`config.mk`:
```
export PLATFORM = sky130hd
export DESIGN_NAME = perm_rank
export DESIGN_NICKNAME = d
export VERILOG_FILES = /design/src/rtl/perm_rank_pkg.sv /design/src/rtl/perm_rank_ctrl.sv /design/src/rtl/perm_digit.sv /design/src/rtl/perm_accum.sv /design/src/rtl/perm_rank.sv
export SDC_FILE = /design/constraint.sdc
export NUM_CORES = 1
export LEC_CHECK = 0
export BUFFER_PORTS_ARGS = -buffer_cell sky130_fd_sc_hd__buf_4
export CORE_MARGIN = 3
export CORE_UTILIZATION = 35
export DETAILED_ROUTE_END_ITERATION = 8
export SKIP_CTS_REPAIR_TIMING = 1
export SYNTH_ARGS = -nofsm -noshare
export SYNTH_HDL_FRONTEND = slang
export SYNTH_SLANG_ARGS = --single-unit
```
`constraint.sdc`:
```
create_clock -name clk_i -period 23.1 [get_ports clk_i]
set_input_delay 4.62 -clock clk_i [delete_from_list [all_inputs] [get_ports clk_i]]
set_output_delay 4.62 -clock clk_i [all_outputs]
set_load 0.005 [all_outputs]
```
`src/rtl/perm_rank_pkg.sv`:
```
package perm_rank_pkg;
  typedef enum logic [1:0] {
    MODE_RANK  = 2'd0,
    MODE_POS   = 2'd1,
    MODE_TRUNC = 2'd2,
    MODE_RANK3 = 2'd3
  } mode_e;
endpackage

```
`src/rtl/perm_rank_ctrl.sv`:
```
module perm_rank_ctrl #(
  parameter int N_ELEM = 16
) (
  input  logic                        clk_i,
  input  logic                        rst_ni,
  input  logic                        start_i,
  output logic                        step_o,
  output logic                        last_o,
  output logic [$clog2(N_ELEM)-1:0]   idx_o
);
  localparam int EW = $clog2(N_ELEM);

  logic          busy_q;
  logic [EW-1:0] idx_q;

  assign last_o = (idx_q == EW'(N_ELEM - 1));
  assign step_o = busy_q && !start_i;
  assign idx_o  = idx_q;

  always_ff @(posedge clk_i or negedge rst_ni) begin
    if (!rst_ni) begin
      busy_q <= 1'b0;
      idx_q  <= '0;
    end else if (start_i) begin
      busy_q <= 1'b1;
      idx_q  <= '0;
    end else if (busy_q) begin
      if (last_o) busy_q <= 1'b0;
      else        idx_q  <= idx_q + EW'(1);
    end
  end
endmodule

```
`src/rtl/perm_digit.sv`:
```
module perm_digit #(
  parameter int N_ELEM = 16
) (
  input  logic [$clog2(N_ELEM)-1:0] value_i,
  input  logic [N_ELEM-1:0]         used_i,
  output logic [$clog2(N_ELEM)-1:0] digit_o,
  output logic                      dup_o
);
  localparam int EW = $clog2(N_ELEM);

  logic [N_ELEM-1:0] below;
  logic [EW-1:0]     smaller;

  for (genvar g = 0; g < N_ELEM; g++) begin : g_below
    assign below[g] = used_i[g] && (EW'(g) < value_i);
  end

  always_comb begin
    smaller = '0;
    for (int i = 0; i < N_ELEM; i++)
      if (below[i]) smaller = smaller + EW'(1);
  end

  assign digit_o = value_i - smaller;
  assign dup_o   = used_i[value_i];
endmodule

```
`src/rtl/perm_accum.sv`:
```
module perm_accum #(
  parameter int N_ELEM = 16,
  parameter int RANK_W = 45
) (
  input  logic                               clk_i,
  input  logic                               rst_ni,
  input  logic                               clear_i,
  input  logic                               step_i,
  input  logic [$clog2(N_ELEM)-1:0]          idx_i,
  input  logic [$clog2(N_ELEM)-1:0]          value_i,
  input  logic [$clog2(N_ELEM)-1:0]          digit_i,
  input  logic                               dup_i,
  output logic [N_ELEM-1:0]                  used_o,
  output logic [RANK_W-1:0]                  rank_nxt_o,
  output logic [N_ELEM*$clog2(N_ELEM)-1:0]   pos_nxt_o,
  output logic                               err_nxt_o
);
  localparam int EW     = $clog2(N_ELEM);
  localparam int WORD_W = N_ELEM * EW;

  logic [N_ELEM-1:0] used_q;
  logic [RANK_W-1:0] rank_q, weight_q, weight_nxt;
  logic [WORD_W-1:0] pos_q;
  logic              err_q;

  always_comb begin
    rank_nxt_o = rank_q + RANK_W'(digit_i) * weight_q;
    weight_nxt = weight_q * (RANK_W'(N_ELEM) - RANK_W'(idx_i));
    pos_nxt_o  = pos_q;
    pos_nxt_o[int'(value_i)*EW +: EW] = idx_i;
    err_nxt_o  = err_q | dup_i;
  end

  assign used_o = used_q;

  always_ff @(posedge clk_i or negedge rst_ni) begin
    if (!rst_ni) begin
      used_q   <= '0;
      rank_q   <= '0;
      weight_q <= RANK_W'(1);
      pos_q    <= '0;
      err_q    <= 1'b0;
    end else if (clear_i) begin
      used_q   <= '0;
      rank_q   <= '0;
      weight_q <= RANK_W'(1);
      pos_q    <= '0;
      err_q    <= 1'b0;
    end else if (step_i) begin
      used_q   <= used_q | (N_ELEM'(1) << value_i);
      rank_q   <= rank_nxt_o;
      weight_q <= weight_nxt;
      pos_q    <= pos_nxt_o;
      err_q    <= err_nxt_o;
    end
  end
endmodule

```
`src/rtl/perm_rank.sv`:
```
module perm_rank
  import perm_rank_pkg::*;
#(
  parameter int N_ELEM = 16,
  parameter int RANK_W = 45
) (
  input  logic                             clk_i,
  input  logic                             rst_ni,
  input  logic                             start_i,
  input  logic [1:0]                       mode_i,
  input  logic [N_ELEM*$clog2(N_ELEM)-1:0] state_i,
  output logic                             done_o,
  output logic                             error_o,
  output logic [N_ELEM*$clog2(N_ELEM)-1:0] result_o
);
  localparam int EW     = $clog2(N_ELEM);
  localparam int WORD_W = N_ELEM * EW;

  logic [WORD_W-1:0] state_q;
  mode_e             mode_q;
  logic              step, last;
  logic [EW-1:0]     idx, value, digit;
  logic              dup;
  logic [N_ELEM-1:0] used;
  logic [RANK_W-1:0] rank_nxt;
  logic [WORD_W-1:0] pos_nxt, sel;
  logic              err_nxt;

  perm_rank_ctrl #(.N_ELEM(N_ELEM)) u_ctrl (
    .clk_i(clk_i), .rst_ni(rst_ni), .start_i(start_i),
    .step_o(step), .last_o(last), .idx_o(idx)
  );

  assign value = state_q[int'(idx)*EW +: EW];

  perm_digit #(.N_ELEM(N_ELEM)) u_digit (
    .value_i(value), .used_i(used), .digit_o(digit), .dup_o(dup)
  );

  perm_accum #(.N_ELEM(N_ELEM), .RANK_W(RANK_W)) u_accum (
    .clk_i(clk_i), .rst_ni(rst_ni), .clear_i(start_i), .step_i(step),
    .idx_i(idx), .value_i(value), .digit_i(digit), .dup_i(dup),
    .used_o(used), .rank_nxt_o(rank_nxt), .pos_nxt_o(pos_nxt),
    .err_nxt_o(err_nxt)
  );

  always_comb begin
    unique case (mode_q)
      MODE_POS:   sel = pos_nxt;
      MODE_TRUNC: sel = {{EW{1'b0}}, state_q[WORD_W-EW-1:0]};
      default:    sel = WORD_W'(rank_nxt);
    endcase
  end

  always_ff @(posedge clk_i or negedge rst_ni) begin
    if (!rst_ni) begin
      state_q <= '0;
      mode_q  <= MODE_RANK;
    end else if (start_i) begin
      state_q <= state_i;
      mode_q  <= mode_e'(mode_i);
    end
  end

  always_ff @(posedge clk_i or negedge rst_ni) begin
    if (!rst_ni) begin
      done_o   <= 1'b0;
      error_o  <= 1'b0;
      result_o <= '0;
    end else if (start_i) begin
      done_o   <= 1'b0;
      error_o  <= 1'b0;
      result_o <= '0;
    end else if (step && last) begin
      done_o   <= 1'b1;
      error_o  <= err_nxt;
      result_o <= err_nxt ? '0 : sel;
    end
  end
endmodule

```
**Yosys cells after proc, flatten, opt, wreduce, memory -nomap -nowiden**

Index checks and enable logic that the tools add are counted.

- Add/subtract/negate cells: 20
- Multipliers: 2
- Order comparisons: 17
- Equal/unequal tests: 4
- Shift operators: 4
- Muxes and demuxes: 43
- Bitwise gates (word level): 2
- Reductions and logical operators: 23

Operator list:

| operator | number |
|---|---|
| $mux W64 | 5 |
| $mux W45 | 4 |
| $pmux W64 S2 | 1 |
| $mux W4 | 18 |
| $bwmux W64 | 1 |
| $shift A4 B33 Y64 const A | 1 |
| $shiftx A4 B33 Y64 | 1 |
| $shiftx A64 B7 Y4 | 1 |
| $add A4 B1 Y4 const B | 15 |
| $add A45 B45 Y45 | 1 |
| $mul A4 B45 Y45 | 1 |
| $mul A45 B45 Y45 | 1 |
| $neg A6 Y33 | 1 |
| $lt A4 B4 Y1 const A | 8 |
| $mux W16 | 2 |
| $logic_and A1 B1 Y1 | 18 |
| $lt A3 B4 Y1 const A | 4 |
| $or A16 B16 Y16 | 1 |
| $shl A1 B4 Y16 const A | 1 |
| $mux W1 | 11 |
| $lt A1 B4 Y1 const A | 2 |
| $lt A2 B4 Y1 const A | 2 |
| $reduce_bool A2 Y1 | 3 |
| $sub A5 B4 Y6 const A | 1 |
| other kinds (11) | 11 |

- Flip-flop bits (word level): 308
- Input bits: 69
- Output and inout bits: 66
- Logic and storage cells: 127

**Depth between registers and ports, before layout**

- Depth in word-level cells: 41
- Depth in mapped cells: 82
- Depth with buffers taken out: 78

**Cells and area by module**

A second synthesis with hierarchy kept.

- Cells, all modules: 3376
- Area total of the unflattened synthesis: 30559.3 um^2

Modules (own cells, without submodules):

| module | times used | cells an instance | area an instance (um^2) | sequential area each (um^2) |
|---|---|---|---|---|
| perm_accum | 1 | 2560 | 21958.6 | 4280.4 |
| perm_rank | 1 | 526 | 6292.3 | 3303.2 |
| perm_digit | 1 | 266 | 2054.5 | 0.0 |
| perm_rank_ctrl | 1 | 24 | 254.0 | 125.1 |

**Least setup slack after synthesis**

OpenSTA, ideal clock, no wires.

- Path kind: reg-to-reg
- Start point: register u_ctrl.idx_q[0], in the netlist u_ctrl.idx_o[0]
- End point: register result_o[43]
- Arrival: 16349 ps
- Data required time: 22978 ps
- Path slack: 6630 ps
- Stages on the path, launching flop included: 81
- Buffers on the path: 8
- Cell sequence: dfrtp_1 > buf_6 > buf_6 > buf_6 > clkbuf_1 > mux4_2 > mux2i_1 > o21bai_1 > clkbuf_1 > clkbuf_1 > ha_1 > clkbuf_1 > nor2_1 > a21boi_1 > o31a_1 > or3_1 > a31oi_1 > inv_1 > (+45 left out) > nor2b_1 > o21ai_0 > a21boi_0 > o21ai_0 > a21boi_0 > o21ai_0 > a21boi_0 > o21ai_0 > a21oi_1 > o21ai_0 > a21oi_1 > o211a_1 > o211ai_1 > a21oi_1 > a41o_1 > and2_1 > or4_1 > a32o_1

- Longest elaborated chain between the ends: 41

RTL lines:

| element | RTL line | RTL |
|---|---|---|
| from (decl) | perm_rank_ctrl.sv:14 | `logic [EW-1:0] idx_q;` |
| from (signal assigned) | perm_rank_ctrl.sv:29 | `else idx_q <= idx_q + EW'(1);` |
| $shiftx A64 B7 Y4 | perm_rank.sv:34 | `assign value = state_q[int'(idx)*EW +: EW];` |
| $lt A1 B4 Y1 | perm_digit.sv:15 | `assign below[g] = used_i[g] && (EW'(g) < value_i);` |
| $logic_and A1 B1 Y1 | perm_digit.sv:15 |  |
| $mux W1 | perm_digit.sv:21 | `if (below[i]) smaller = smaller + EW'(1);` |
| $add A1 B1 Y2 | perm_digit.sv:21 |  |
| $mux W4 | perm_digit.sv:21 |  |
| $add A4 B1 Y4 | perm_digit.sv:21 |  |
| $mux W4 | perm_digit.sv:21 |  |
| (+25 left out) | - |  |
| $mux W4 | perm_digit.sv:21 |  |
| $sub A4 B4 Y4 | perm_digit.sv:24 | `assign digit_o = value_i - smaller;` |
| $mul A4 B45 Y45 | perm_accum.sv:27 | `rank_nxt_o = rank_q + RANK_W'(digit_i) * weight_q;` |
| $add A45 B45 Y45 | perm_accum.sv:27 |  |
| $pmux W64 S2 | perm_rank.sv:48 | `unique case (mode_q)` |
| $mux W64 | perm_rank.sv:77 | `result_o <= err_nxt ? '0 : sel;` |
| $mux W64 | perm_rank.sv:74 | `end else if (step && last) begin` |
| $mux W64 | perm_rank.sv:70 | `end else if (start_i) begin` |
| to (signal assigned) | perm_rank.sv:77 |  |
| to (decl) | perm_rank.sv:14 | `output logic [N_ELEM*$clog2(N_ELEM)-1:0] result_o` |

Parallel ways exist; a longest one is shown, timed or not. The select of a mux whose other input is x is not followed.
A chain may end at the register's enable or synchronous reset.

**Final worst setup path**

- Start point: register u_ctrl.idx_q[2], in the netlist u_ctrl.idx_o[2]
- End point: register u_accum.rank_q[44]

- Longest elaborated chain between the ends: 39

RTL lines:

| element | RTL line | RTL |
|---|---|---|
| $shiftx A64 B7 Y4 (*) | perm_rank.sv:34 |  |
| $lt A1 B4 Y1 | perm_digit.sv:15 |  |
| $logic_and A1 B1 Y1 | perm_digit.sv:15 |  |
| $mux W1 | perm_digit.sv:21 |  |
| $add A1 B1 Y2 | perm_digit.sv:21 |  |
| $mux W4 | perm_digit.sv:21 |  |
| $add A4 B1 Y4 | perm_digit.sv:21 |  |
| $mux W4 | perm_digit.sv:21 |  |
| (+23 left out) | - |  |
| $mux W4 | perm_digit.sv:21 |  |
| $add A4 B1 Y4 | perm_digit.sv:21 |  |
| $mux W4 | perm_digit.sv:21 |  |
| $sub A4 B4 Y4 (*) | perm_digit.sv:24 |  |
| $mul A4 B45 Y45 (*) | perm_accum.sv:27 |  |
| $add A45 B45 Y45 (*) | perm_accum.sv:27 |  |
| $mux W45 (*) | perm_accum.sv:49 | `end else if (step_i) begin` |
| $mux W45 (*) | perm_accum.sv:43 | `end else if (clear_i) begin` |
| to (signal assigned) | perm_accum.sv:51 | `rank_q <= rank_nxt_o;` |
| to (decl) | perm_accum.sv:22 | `logic [RANK_W-1:0] rank_q, weight_q, weight_nxt;` |

Mark *: on every way between the ends. The rest lies on a longest branch, timed or not. The select of a mux whose other input is x is not followed.

==> flow_metrics.env <==
export IMPL_status="finished clean"
export IMPL_setup_viol=0
export IMPL_ir_drop_uv=66.6
export IMPL_chipWidth_um=309
export IMPL_dp_cells=4774
export IMPL_synth_flop_cell="dfrtp_1"
export IMPL_startpoint_type="flop"
export IMPL_hp_start="result_o[59]"
export IMPL_synth_distinct_cells=103
export IMPL_drt_iter0_drc=2018
export IMPL_ff2ff_path_depth=74
export IMPL_drt_total_wl_um=90700
export IMPL_io_pins=135
export IMPL_start_util_pct=35.6
export IMPL_p_leak_nw=17.7
export IMPL_firstDrtPassIters=8
export IMPL_drc=0
export IMPL_final_hold_violation_count=0
export IMPL_post_place_ws_ns=4.10
export IMPL_fin_util_pct=39.1
export IMPL_slowest_stage="dfrtp_1"
export IMPL_timing_final_ws_setup_ns=3.71
export IMPL_worstSkewPairLatency_ns=0.58
export IMPL_worst_pin_slew_ns=0.940
export IMPL_clk_pin_slew_worst_paths_ns=0.06
export IMPL_clock_sinks=308
export IMPL_cts_buffer_depth=3
export IMPL_maxCapViolations=0
export IMPL_synth_area_um2=32200
export IMPL_multiInputGateArea_um2=21900
export IMPL_reg2reg_to="u_accum.rank_q[44]"
export IMPL_r2r_slack_ns=3.71
export IMPL_ys_ff_latch=308
export IMPL_ant_nets=0
export IMPL_yosysTopAreaCellShare_pct=23.9
export IMPL_synth_area_top_cells="dfrtp_1, fa_1, ha_1"
export IMPL_layout_drive_gt1_share_pct=11.1
export IMPL_grt_pass1_wl_um=145000
export IMPL_r2r_start="u_ctrl.idx_o[2]"
export IMPL_vias_per_cell=5.26
export IMPL_cts_tree="done"
export IMPL_cts_made_buffers=38
export IMPL_worst_ep_required_time_ns=23.57
export IMPL_fp_coreArea_um2=90600
export IMPL_finClkSkew_ns=0.0301
export IMPL_antenna_found_initial=3
export IMPL_synth_enable_flop_cells=0
export IMPL_path_class="reg -> reg"
export IMPL_rsz0062_at_grt="no"
export IMPL_wl_per_cell_um=18.7
export IMPL_hold_path_depth=2
export IMPL_yosys_warnings=0
export IMPL_fin_cells=4842
export IMPL_cpPeakStageDelay_ns=0.87
export IMPL_synth_commonest_cells="inv_1, nand2_1, dfrtp_1"
export IMPL_row_count=110
export IMPL_io_buffer_count=134
export IMPL_vias=25400
export IMPL_power_per_cell_area_nw_per_um2=103
export IMPL_slew_viol_final=0
export IMPL_dieArea_um2=95700
export IMPL_grt_max_degree=118
export IMPL_nNetsFinal=4238
export IMPL_gp_congestion=0.911
export IMPL_whs_endpoint="result_o[59]"
export IMPL_grt_usage_pct=19.0
export IMPL_h_tree_depth=2
export IMPL_cp_data_arrival_time_ns=19.86
export IMPL_dpl_hpwl_um=67600
export IMPL_synth_cells=3644
export IMPL_cts_root_buf="clkbuf_16"
export IMPL_post_route_period_util_pct=83.9
export IMPL_num_fill_cells=9125
export IMPL_max_freq_mhz=51.6
export IMPL_async_reset_ff_share_pct=100
export IMPL_synth_largest_area_cell="dfrtp_1"
export IMPL_avgSynthCellArea_um2=8.84
export IMPL_yosysMostFrequentCell="inv_1"
export IMPL_hold_path_class="reg -> reg"
export IMPL_critPathCaptureType="flop"
export IMPL_ff_latch_area_um2=7720
export IMPL_syn2layout_area_growth_pct=10.1
export IMPL_layout_min_cycle_time_ns=19.39
export IMPL_grt_pass1_vias=25300
export IMPL_synth_nets=4244
export IMPL_fin_setup_tns_ns=0
export IMPL_relSlewSlack_pct=37.3
export IMPL_die_y_um=309
export IMPL_crit_fanout=41
export IMPL_yosysSeqAreaShare_pct=23.9
export IMPL_grt_overflow=0
export IMPL_worst_path_most_repeated_cell="ha_1"
placed cells by master (no fill, tap or decap), types with 7 or more instances in the layout:
cell type,n
buf_4,160
xor2_1,32
o21ai_0,128
a21o_1,26
o21a_1,18
o21bai_1,11
nand3_1,79
inv_1,486
nor3_1,42
a31oi_1,32
fa_1,246
nand3b_1,10
a211oi_1,10
or3_1,11
nand2_1,363
dfrtp_1,305
o21ai_1,7
xnor2_1,83
mux2i_1,123
and3_1,67
ha_1,283
a22oi_1,58
mux2_2,119
mux4_2,13
a21oi_1,171
a21boi_0,11
clkbuf_16,39
nor2_1,263
nand4_1,14
nor2b_1,111
and2_1,130
o211ai_1,7
xnor2_2,7
nand2b_1,25
nor4_1,7
cell families after synthesis:
group	count (synthesis)	share of synthesized area, %
buffers and inverters	702	8.29
adder cells (fa/ha/maj)	531	26.4
flip-flops	308	23.9
AND/OR/NAND/NOR	1155	17.3
multiplexers	256	8.93
XOR/XNOR	129	3.88
AO/OA/AOI/OAI	563	11.3
state kept, by name, summed over array words and instances, names as in the netlist, 2 cells and up:
register / cells
u_accum.pos_q: 64
result_o: 64
mode_q: 2
state_q: 64
u_accum.used_o: 16
u_accum.rank_q: 45
u_accum.weight_q: 45
u_ctrl.idx_o: 4
layer usage:
metal	vias up	wire length [µm]	track usage, %
met1	12600	42900	27.4
met4	0	2290	5.00
met5	-	0	0
met2	696	40200	30.0
met3	131	5380	2.79
li1	12000	-	-
through the flow:
step / power (W) / cell area [µm²] / hold WS (ns)
after detailed placement: 0.00304 / 34200 / 0.472
after global placement: 0.00300 / 34200 / 0.468
after CTS: 0.00369 / 35400 / 0.486
after global routing: 0.00405 / 35400 / 0.503
after floorplan: 0.00248 / 32200 / 0.462
final: 0.00367 / 35400 / 0.480
where the power goes:
part | leakage (nW) | total [W] | switching [W] | internal [W]
Clock | 0.626 | 0.000630 | 0.000258 | 0.000372
Combinational | 13.0 | 0.00233 | 0.00140 | 0.000928
Sequential | 4.08 | 0.000704 | 0.0000976 | 0.000607
Total | 17.7 | 0.00367 | 0.00176 | 0.00191
critical path, delay by kind of cell (launching register included):
kind / cells / cell delay, ns
fa+ha+maj: 13 / 4.81
flops: 1 / 0.87
mux: 3 / 0.82
compound gates: 28 / 6.71
xor+xnor: 12 / 2.38
buf+inv: 9 / 1.92
simple gates: 9 / 1.70
layout make-up:
cell class | instances | share of cell area, %
inverters | 493 | 5.22
diodes | 1 | 0.00706
repair buffers | 163 | 3.53
well taps | 1176 | 4.15
flip-flops and latches | 308 | 21.8
clock buffers | 50 | 3.01
multi-input cells | 2634 | 61.7
clock inverters | 17 | 0.600
worst max path at each step:
| stage | from | to | slack [ns] | cells after the start |
|---|---|---|---|---|
| global route | u_ctrl.idx_o[2] | result_o[43] | 2.26 | 75 |
| finish | u_ctrl.idx_o[2] | u_accum.rank_q[44] | 3.71 | 74 |
| floorplan | u_ctrl.idx_o[0] | result_o[43] | 6.63 | 80 |
| global placement | u_ctrl.idx_o[0] | u_accum.rank_q[44] | 4.50 | 73 |
| detailed placement | u_ctrl.idx_o[2] | u_accum.rank_q[44] | 4.10 | 74 |
| CTS | u_ctrl.idx_o[2] | result_o[43] | 3.96 | 75 |
Note: power is estimated with default switching activity, not from simulation.
